==> config.mk <==
export PLATFORM = sky130hd
export DESIGN_NAME = dma_ctrl
export DESIGN_NICKNAME = d
export VERILOG_FILES = /design/src/rtl/dma_pkg.sv /design/src/rtl/dma_regs.sv /design/src/rtl/dma_seq.sv /design/src/rtl/dma_ctrl.sv
export SDC_FILE = /design/constraint.sdc
export NUM_CORES = 1
export LEC_CHECK = 0
export CAP_MARGIN = 10
export CELL_PAD_IN_SITES_DETAIL_PLACEMENT = 1
export CELL_PAD_IN_SITES_GLOBAL_PLACEMENT = 1
export CORE_MARGIN = 3
export CORE_UTILIZATION = 37
export CTS_CLUSTER_SIZE = 24
export DETAILED_ROUTE_END_ITERATION = 6
export PLACE_DENSITY_LB_ADDON = 0.1
export SETUP_SLACK_MARGIN = 0.1
export SLEW_MARGIN = 0
export SYNTH_ARGS = -nofsm -noshare
export SYNTH_HDL_FRONTEND = slang
export SYNTH_SLANG_ARGS = --single-unit
==> constraint.sdc <==
create_clock -name clk -period 2 [get_ports clk]
set_input_delay 0.2 -clock clk [delete_from_list [all_inputs] [get_ports clk]]
set_output_delay 0.2 -clock clk [all_outputs]
set_load 0.03 [all_outputs]
==> src/rtl/dma_pkg.sv <==
package dma_pkg;
  typedef enum logic [1:0] {
    ST_IDLE = 2'd0,
    ST_REQ  = 2'd1,
    ST_XFER = 2'd2
  } seq_state_t;

  localparam int MODE_W     = 3;
  localparam int MODE_GO    = 0;
  localparam int MODE_DIR   = 1;
  localparam int MODE_BURST = 2;
endpackage

==> src/rtl/dma_regs.sv <==
module dma_regs
  import dma_pkg::*;
#(
  parameter int AW = 16,
  parameter int CW = 16,
  parameter int DW = 16
) (
  input  logic          clk,
  input  logic          rst_n,
  input  logic          cpu_sel,
  input  logic          cpu_rsel,
  input  logic          cpu_a0,
  input  logic          cpu_rd,
  input  logic          cpu_wr,
  input  logic          bus_grant,
  input  logic [DW-1:0] cpu_wdata,
  output logic [DW-1:0] cpu_rdata,
  input  logic          step,
  input  logic          done,
  output logic [AW-1:0] addr_q,
  output logic [CW-1:0] count_q,
  output logic          go,
  output logic          dir,
  output logic          burst,
  output logic          irq
);
  logic              cpu_ok;
  logic              wr_mode, wr_addr, wr_cnt;
  logic [MODE_W-1:0] mode_q;

  assign cpu_ok  = cpu_sel && !bus_grant;
  assign wr_mode = cpu_ok && cpu_wr && !cpu_rsel;
  assign wr_addr = cpu_ok && cpu_wr && cpu_rsel && !cpu_a0;
  assign wr_cnt  = cpu_ok && cpu_wr && cpu_rsel && cpu_a0;

  assign go    = mode_q[MODE_GO];
  assign dir   = mode_q[MODE_DIR];
  assign burst = mode_q[MODE_BURST];

  always_ff @(posedge clk or negedge rst_n) begin
    if (!rst_n) begin
      addr_q  <= '0;
      count_q <= '0;
      mode_q  <= '0;
      irq     <= 1'b0;
    end else begin
      if (wr_addr)   addr_q <= cpu_wdata[AW-1:0];
      else if (step) addr_q <= addr_q + 1'b1;

      if (wr_cnt)    count_q <= cpu_wdata[CW-1:0];
      else if (step) count_q <= count_q - 1'b1;

      if (wr_mode)   mode_q <= cpu_wdata[MODE_W-1:0];
      else if (done) mode_q[MODE_GO] <= 1'b0;

      if (done)         irq <= 1'b1;
      else if (wr_mode) irq <= 1'b0;
    end
  end

  always_comb begin
    cpu_rdata = '0;
    if (cpu_ok && cpu_rd) begin
      if (!cpu_rsel)   cpu_rdata[MODE_W-1:0] = mode_q;
      else if (!cpu_a0) cpu_rdata[AW-1:0]    = addr_q;
      else              cpu_rdata[CW-1:0]    = count_q;
    end
  end


  step_update_chk: assert property (@(posedge clk) disable iff (!rst_n)
    step |=> (addr_q == AW'($past(addr_q) + 1'b1)) && (count_q == CW'($past(count_q) - 1'b1)));


  irq_hold_chk: assert property (@(posedge clk) disable iff (!rst_n)
    irq && !wr_mode |=> irq);


  grant_block_chk: assert property (@(posedge clk) disable iff (!rst_n)
    bus_grant && !step |=> $stable(addr_q) && $stable(count_q));
endmodule

==> src/rtl/dma_seq.sv <==
module dma_seq
  import dma_pkg::*;
#(
  parameter int CW = 16
) (
  input  logic          clk,
  input  logic          rst_n,
  input  logic          go,
  input  logic          dir,
  input  logic          burst,
  input  logic [CW-1:0] count_q,
  input  logic          bus_grant,
  input  logic          dev_req,
  output logic          bus_req,
  output logic          drive_en,
  output logic          rd_out,
  output logic          wr_out,
  output logic          dev_ack,
  output logic          step,
  output logic          done
);
  seq_state_t st, st_nx;
  logic cnt_zero, cnt_last, xfer_act, zero_start;

  assign cnt_zero   = (count_q == '0);
  assign cnt_last   = (count_q == CW'(1));
  assign xfer_act   = (st == ST_XFER) && bus_grant;
  assign zero_start = (st == ST_IDLE) && go && cnt_zero;

  always_comb begin
    st_nx = st;
    case (st)
      ST_IDLE: if (go && !cnt_zero && dev_req && !bus_grant) st_nx = ST_REQ;
      ST_REQ:  if (bus_grant) st_nx = ST_XFER;
      ST_XFER: if (bus_grant) begin
                 if (cnt_last)              st_nx = ST_IDLE;
                 else if (burst && dev_req) st_nx = ST_XFER;
                 else                       st_nx = ST_IDLE;
               end
      default: st_nx = ST_IDLE;
    endcase
  end

  always_ff @(posedge clk or negedge rst_n) begin
    if (!rst_n) st <= ST_IDLE;
    else        st <= st_nx;
  end

  assign bus_req  = (st != ST_IDLE);
  assign drive_en = xfer_act;
  assign rd_out   = xfer_act && dir;
  assign wr_out   = xfer_act && !dir;
  assign dev_ack  = xfer_act;
  assign step     = xfer_act;
  assign done     = (xfer_act && cnt_last) || zero_start;


  steal_release_chk: assert property (@(posedge clk) disable iff (!rst_n)
    xfer_act && !burst |=> !bus_req);


  req_cause_chk: assert property (@(posedge clk) disable iff (!rst_n)
    $rose(bus_req) |-> $past(dev_req) && !$past(bus_grant));


  done_release_chk: assert property (@(posedge clk) disable iff (!rst_n)
    done |=> !bus_req);


  burst_hold_chk: assert property (@(posedge clk) disable iff (!rst_n)
    xfer_act && burst && dev_req && !cnt_last |=> drive_en || !bus_grant);


  zero_start_chk: assert property (@(posedge clk) disable iff (!rst_n)
    zero_start |=> !bus_req && !drive_en);
endmodule

==> src/rtl/dma_ctrl.sv <==
module dma_ctrl #(
  parameter int AW = 16,
  parameter int CW = 16,
  parameter int DW = 16
) (
  input  logic          clk,
  input  logic          rst_n,
  input  logic          cpu_sel,
  input  logic          cpu_rsel,
  input  logic          cpu_a0,
  input  logic [DW-1:0] cpu_wdata,
  output logic [DW-1:0] cpu_rdata,
  input  logic          rd_in,
  input  logic          wr_in,
  output logic          rd_out,
  output logic          wr_out,
  output logic          drive_en,
  output logic [AW-1:0] mem_addr,
  output logic          bus_req,
  input  logic          bus_grant,
  input  logic          dev_req,
  output logic          dev_ack,
  output logic          irq
);
  logic [AW-1:0] addr_q;
  logic [CW-1:0] count_q;
  logic go, dir, burst, step, done;

  dma_regs #(.AW(AW), .CW(CW), .DW(DW)) u_regs (
    .clk(clk), .rst_n(rst_n),
    .cpu_sel(cpu_sel), .cpu_rsel(cpu_rsel), .cpu_a0(cpu_a0),
    .cpu_rd(rd_in), .cpu_wr(wr_in), .bus_grant(bus_grant),
    .cpu_wdata(cpu_wdata), .cpu_rdata(cpu_rdata),
    .step(step), .done(done),
    .addr_q(addr_q), .count_q(count_q),
    .go(go), .dir(dir), .burst(burst), .irq(irq)
  );

  dma_seq #(.CW(CW)) u_seq (
    .clk(clk), .rst_n(rst_n),
    .go(go), .dir(dir), .burst(burst), .count_q(count_q),
    .bus_grant(bus_grant), .dev_req(dev_req),
    .bus_req(bus_req), .drive_en(drive_en),
    .rd_out(rd_out), .wr_out(wr_out), .dev_ack(dev_ack),
    .step(step), .done(done)
  );

  assign mem_addr = addr_q;


  strobe_excl_chk: assert property (@(posedge clk) disable iff (!rst_n)
    drive_en |-> bus_grant && (rd_out != wr_out) && dev_ack);
endmodule

==> metrics.txt, run 1 <==
status=finished, final reports clean; worst min-delay path class=in2async; PwrDens=around 1200 nW/um2; Clock Sinks=38; Syn Inst Count=between 200 and 300; via count=around 2600; final setup fails=0; DP Wirelength=6.85 mm; Post-DP Area=between 3000 and 4000 um2; cell chain of the critical path=or4_4, or4_4, o211ai_2, o311ai_2; antenna cell count=0; initial antenna violation count=0; R2R depth=4; initial drt markers=84; vias per inst=between 5 and 6; Setup crit end kind=flop; final setup TNS=0 ns; TritonRoute pass-1 iters=4; fmax=526 MHz; Post-Syn Nets=308; worst path required time=between 2 and 2.5 ns; GRT Resource Usage Total=about a quarter; RSZ-0062 raised after global routing=true; CTS clock-pin slew for the worst setup and hold paths=roughly 0.090 ns; period utilization=95.1%; Crit Path Category=reg2reg; Slew headroom=between 60% and 70%; kind of cell adding the most delay to the critical path=simple AND/OR/NAND/NOR gates; CTS Buf Count=5; Main synth FF type=dfrtp_1; largest net degree at the start of global routing=21; starting density of the core=38.8%; CP arrival=a little over 2 ns; Filler Cell Count=between 700 and 800; Reg2Reg Setup Slack=roughly 0.098 ns; CP Buf/Inv Count=0; TritonCTS clock tree=built; worst-path maximum fanout=6; DRT Wirelength=9.17 mm; Root Buffer=clkbuf_8; Worst-Margin Slew=0.507 ns; Die X-Extent=about 90 um; Mean Syn Cell Area=8.99 um2; vias in the first global route=roughly 2800; Clock Path Buffers=2; CP peak stage delay=about 0.60 ns; DRC=0; yosys warns=0; Overflow after GRT=0; IR drop worst, VDD=about 650 uV; full die area=slightly below 8000 um2; Max-Cap Viols=0; I/O Buffers=62; share of the synthesized area in the top cell type=a little under two fifths; Hold Fails Final Rpt=0; fin nets=about 400; startpoint types=flop; Routed Antenna Nets=0; Seq/Total Area, Yosys=a little under two fifths; first-pass GRT wire length=between 10 and 15 mm; height of the die=slightly below 90 um; Slew Limit Fails=0; Final Skew=slightly below 0.008 ns; Post-Syn Area=roughly 2500 um2; Final Instance Area=approximately 3600 um2; Synth cell types=57; WL per Instance=20.6 um; share of cells above drive strength 1=approximately 22%; Routability Congestion=between 0.8 and 0.9; Synth area leader=dfrtp_1; count of flip-flops with a built-in enable after synthesis=0; # H-tree levels=2; Multi-input gate area=1480 um2; core region area=6460 um2; most frequent CP cell=or4_4; leakage power=~0.0015 uW; Tmin final=~1.9 ns; Synth area leaders=dfrtp_1 (38%), mux2i_1 (6.4%), nand2_1 (5.2%); FP Rows=29; storage element area=~950 um2; async set or reset register ratio after synthesis=100%; # IOs=63; Slowest-stage cell, CP=or4_4; Worst-Skew Late Latency=0.30 ns; FF+latch count, synth=38; P&R area growth vs syn=41.5%; R2R Path End=u_regs.count_q[15]; RR Startpoint=u_regs.count_q[8]
[routing by layer]
metal  GRT usage (%)  vias to the layer above  wire, um
li1                -                     1229         -
met1            32.7                     1322      4060
met2            40.5                       79      4510
met3            4.38                       19       384
met4            7.83                        0       220
met5               0                        -         0
[synth_stat cells (2+ instances only)]
cell type and count:
buf_1 2, a31oi_1 3, mux2_2 2, nor2b_1 2, nand4_1 8, or4_1 2
a21oi_1 5, a22oi_1 3, o311ai_1 3, or4_4 3, o311ai_0 2, and2_1 2
nand3b_1 3, nor3_1 6, a211oi_1 4, o211ai_1 12, nor4_2 4, nor4_1 2
and3_1 2, nor2_1 29, mux2i_1 16, dfrtp_1 38, o21ai_0 13, clkbuf_1 6
xor2_1 5, or3_1 3, nand4b_1 3, buf_2 6, nand3_1 14, nand2_1 35
inv_1 5, ha_1 4, a221o_1 8
[final cells by class]
cell class                 instances  share of cell area (%)
clock buffer                       6                    2.33
sequential                        38                    26.8
timing repair buffer              97                    24.1
tap                               77                    2.71
inverter                           6                   0.634
clock inverter                     2                    1.69
multi-input combinational        220                    41.7
[sequential cells by signal, indices dropped and copies added (netlist names)]
signal / flops
u_seq.st: 2
u_regs.count_q: 16
u_regs.addr_q: 16
u_regs.irq: 1
u_regs.mode_q: 3
[through the flow]
step | hold WS (ns) | utilization (%) | power, uW | worst slack, ns | cells
2_1_floorplan | -0.0956 | - | 2390 | 0.151 | 279
3_5_place_dp | 0.194 | 52.0 | 3200 | 0.0500 | 435
6_report | 0.396 | 55.0 | 4100 | 0.0981 | 446
5_1_grt | 0.434 | 55.0 | 4330 | 0.0613 | 446
3_3_place_gp | 0.199 | 52.0 | 3150 | 0.0718 | 435
4_1_cts | 0.411 | 54.6 | 4090 | 0.0917 | 445
[report_power, final]
group	internal, uW	switching [uW]	total (uW)
sequential	1030	445	1470
combinational	831	970	1800
clock	533	300	833
total	2390	1720	4100
[cells by family (layout without fill, tap and decap cells)]
group,after synthesis,after routing,share of synthesized area (%)
simple gates,126,126,27.3
mux,19,19,7.73
flops,38,38,37.9
fa+ha+maj,4,4,2.00
buf+inv,21,111,3.59
compound gates,65,65,19.4
xor+xnor,6,6,2.09
[how the worst max path moves through the flow]
stage,start,end,slack [ns],cells after the start
after CTS,u_regs.count_q[8],u_regs.count_q[15],0.09,4
after global routing,u_regs.count_q[8],u_regs.count_q[15],0.06,4
after global placement,bus_grant,u_regs.addr_q[11],0.07,5
after detailed placement,bus_grant,u_regs.addr_q[11],0.05,5
final,u_regs.count_q[8],u_regs.count_q[15],0.1,4
after floorplan,u_seq.st[0],rd_out,0.15,4
[placed cells by master, fill, tap and decap left out, types with 4 or more instances in the layout]
cell type / instances
nor3_1: 6
o211ai_1: 12
mux2i_1: 16
inv_1: 5
a221o_1: 8
buf_4: 50
nor2_1: 29
nand4_1: 8
o21ai_0: 13
ha_1: 4
xor2_1: 5
clkbuf_8: 6
nand2_1: 35
nand3_1: 14
a21oi_1: 5
a211oi_1: 4
clkdlybuf4s50_1: 39
dfrtp_1: 36
or4_4: 4
[timing repair]
action | CTS | global route
pin swaps | 1 | 0
resized for setup | 3 | 5
buffers inserted | 1 | 1
endpoints found under the setup margin | 6 | 15
endpoints found under the hold margin | 18 | 0
hold buffers | 1 | 0
Note: power is estimated with default switching activity, not from simulation.
==> run 2, diff against run 1 <==
- CAP_MARGIN: 10 -> 20
==> results of run 2 <==
No change in the layout: final DEF, timing and power equal those of run 1.
==> run 3, diff against run 2 <==
==> constraint.sdc (replaced) <==
create_clock -name clk -period 1.9 [get_ports clk]
set_input_delay 0.38 -clock clk [delete_from_list [all_inputs] [get_ports clk]]
set_output_delay 0.38 -clock clk [all_outputs]
set_load 0.03 [all_outputs]
==> run 3 against run 2 <==
Critical path depth unchanged. Clock skew decreased by 0.0031 ns. Count of clock-buffer cells in the layout increased by 1. Maximum frequency increased by 1.6%. Cell count increased by 6.7%. Critical endpoint unchanged. Flip-flop and latch count unchanged. Design area increased by 13%. Sequential power about the same. Core utilization increased by 7.2 points. Largest power group unchanged. Sequential share of layout area decreased by 3.0 points.
==> metrics.txt, run 3 (synthesis gave the netlist of run 1 again) <==
status=finished, final reports clean; Final Power=4450 uW (+8.5%); vias per inst=6.09 (+2.6%); Final Skew=0.00456 ns (-0.00312 ns); Clock Path Buffers=2 (unchanged); leakage power=0.00172 uW (+14%); Slew Limit Fails=0 (unchanged); Clock Sinks=38 (unchanged); Max-Cap Viols=0 (unchanged); final std cells w/o fill=476 (+6.7%); initial antenna violation count=0 (unchanged); CP arrival=2.04 ns (-0.03 ns); fin nets=427 (+7.6%); startpoint types=flop; R2R depth=4 (unchanged); # H-tree levels=2 (unchanged); WL per Instance=21.8 um (+6.2%); final setup TNS=0 ns (unchanged); worst path required time=2.07 ns (-0.10 ns); Root Buffer=clkbuf_8; cts hold-fix bufs=0 (-1); PwrDens=1110 nW/um2 (-4.1%); Hold Fails Final Rpt=0 (unchanged); vias in the first global route=2948 (+5.2%); I/O Buffers=62 (unchanged); share of cells above drive strength 1=37.1% (+15 points); initial drt markers=146 (+74%); Slew headroom=64.3% (-1.9 points); Setup crit end kind=flop; RSZ-0062 raised after global routing=true; starting density of the core=38.8% (unchanged); DP Wirelength=7.09 mm (+3.5%); TritonRoute pass-1 iters=5 (+1); period utilization=98.5% (+3.5 points); full die area=7800 um2 (unchanged); Filler Cell Count=725 (-6.9%); RR Startpoint=u_regs.count_q[11]; core region area=6460 um2 (unchanged); Worst-Skew Late Latency=0.29 ns (about the same); worst min-delay path class=in2async; IR drop worst, VDD=795 uV (+22%); GRT Resource Usage Total=26.8% (+2.3 points); final setup fails=0 (unchanged); DRT Wirelength=10.4 mm (+13%); dpl cells=455 (+4.6%); height of the die=88.3 um (unchanged); Routed Antenna Nets=0 (unchanged); Worst-Margin Slew=0.535 ns (+0.0280 ns); commonest non-fill, non-tap cells in the layout=buf_4 (58), nand2_1 (35), dfrtp_1 (33), buf_6 (22), clkdlybuf4s50_1 (20); worst-path maximum fanout=6 (unchanged); fmax=534 MHz (+1.6%); CTS Buf Count=5 (unchanged); FP Rows=29 (unchanged); TritonCTS clock tree=built; # IOs=63 (unchanged); antenna cell count=0 (unchanged); Reg2Reg Setup Slack=0.03 ns (-0.07 ns); first-pass GRT wire length=15.7 mm (+7.5%); CTS clock-pin slew for the worst setup and hold paths=0.08 ns (about the same); Routability Congestion=0.855 (-1.8%); Largest regs=u_regs.addr_q (16), u_regs.count_q (16), u_regs.mode_q (3); via count=2901 (+9.5%); Crit Path Category=reg2reg; P&R area growth vs syn=60.1%; Die X-Extent=88.3 um (unchanged); Tmin final=1.87 ns (-0.0295 ns); fin util=62.2% (+7.2 points); Overflow after GRT=0 (unchanged); most common cell after layout, fill and taps aside=buf_4; largest net degree at the start of global routing=39 (+86%); R2R Path End=u_regs.count_q[15]; DRC=0 (unchanged)
run 3: changes by cell type in the layout (fill, tap and decap cells not counted), sizes merged, moves of 2 or more:
cell           previous run  this run
clkdlybuf4s50            39        20
clkdlybuf4s15             0         2
buf                      55        87
clkbuf                    6         9
dlygate4sd2               1        13
bufinv                    2         0
run 3: worst max-delay path by stage:
stage / start / to / slack (ns) / cells after the start
5_1_grt: u_seq.st[0] / rd_out / -0.003 / 5
3_3_place_gp: bus_grant / u_regs.addr_q[11] / -0.16 / 5
4_1_cts: u_regs.count_q[9] / u_regs.count_q[15] / 0.03 / 4
6_report: u_regs.count_q[11] / u_regs.count_q[15] / 0.03 / 4
2_1_floorplan: bus_grant / rd_out / 0.09 / 5
3_5_place_dp: bus_grant / u_regs.addr_q[11] / -0.21 / 5
run 3: where the power goes:
group	internal, uW	switching (uW)
sequential	1090	387
combinational	1070	1310
clock	294	310
run 3: layout make-up:
class	instances	area [um2]	share of cell area (%)
multi-input combinational	220	1660	41.4
timing repair buffer	127	1190	29.5
sequential	38	957	23.8
tap	77	96.3	2.40
clock buffer	7	86.3	2.15
inverter	6	22.5	0.561
clock inverter	1	5.00	0.125
run 3: per-stage QoR:
stage                     worst slack [ns]  hold WS, ns  instance area, um2
after floorplan                     0.0932       0.0844                2540
after global placement              -0.163        0.473                3550
after detailed placement            -0.211        0.473                3550
after CTS                           0.0295        0.161                3910
after global routing              -0.00323        0.175                4020
final                               0.0276        0.138                4020
run 3: what timing repair did:
item,4_1_cts,5_1_grt
setup endpoints to repair,40,39
setup buffers,8,4
gates cloned,2,0
resized for setup,72,35
pin swaps,10,13
run 3: worst max-delay path: stages, from the launching register on:
cell and delay, ns:
dfrtp_1 0.38, or4_4 0.59, or4_4 0.48, o211ai_2 0.18
o311ai_2 0.11
run 3: per-layer routing:
metal | part of all wire, % | track usage [%] | wire [um] | vias up
met5 | 0 | 0 | 0 | -
met4 | 2.5 | 8.24 | 265 | 0
met3 | 5.4 | 4.19 | 564 | 26
met2 | 51 | 46.9 | 5300 | 119
met1 | 41 | 34.0 | 4270 | 1460
li1 | - | - | - | 1296
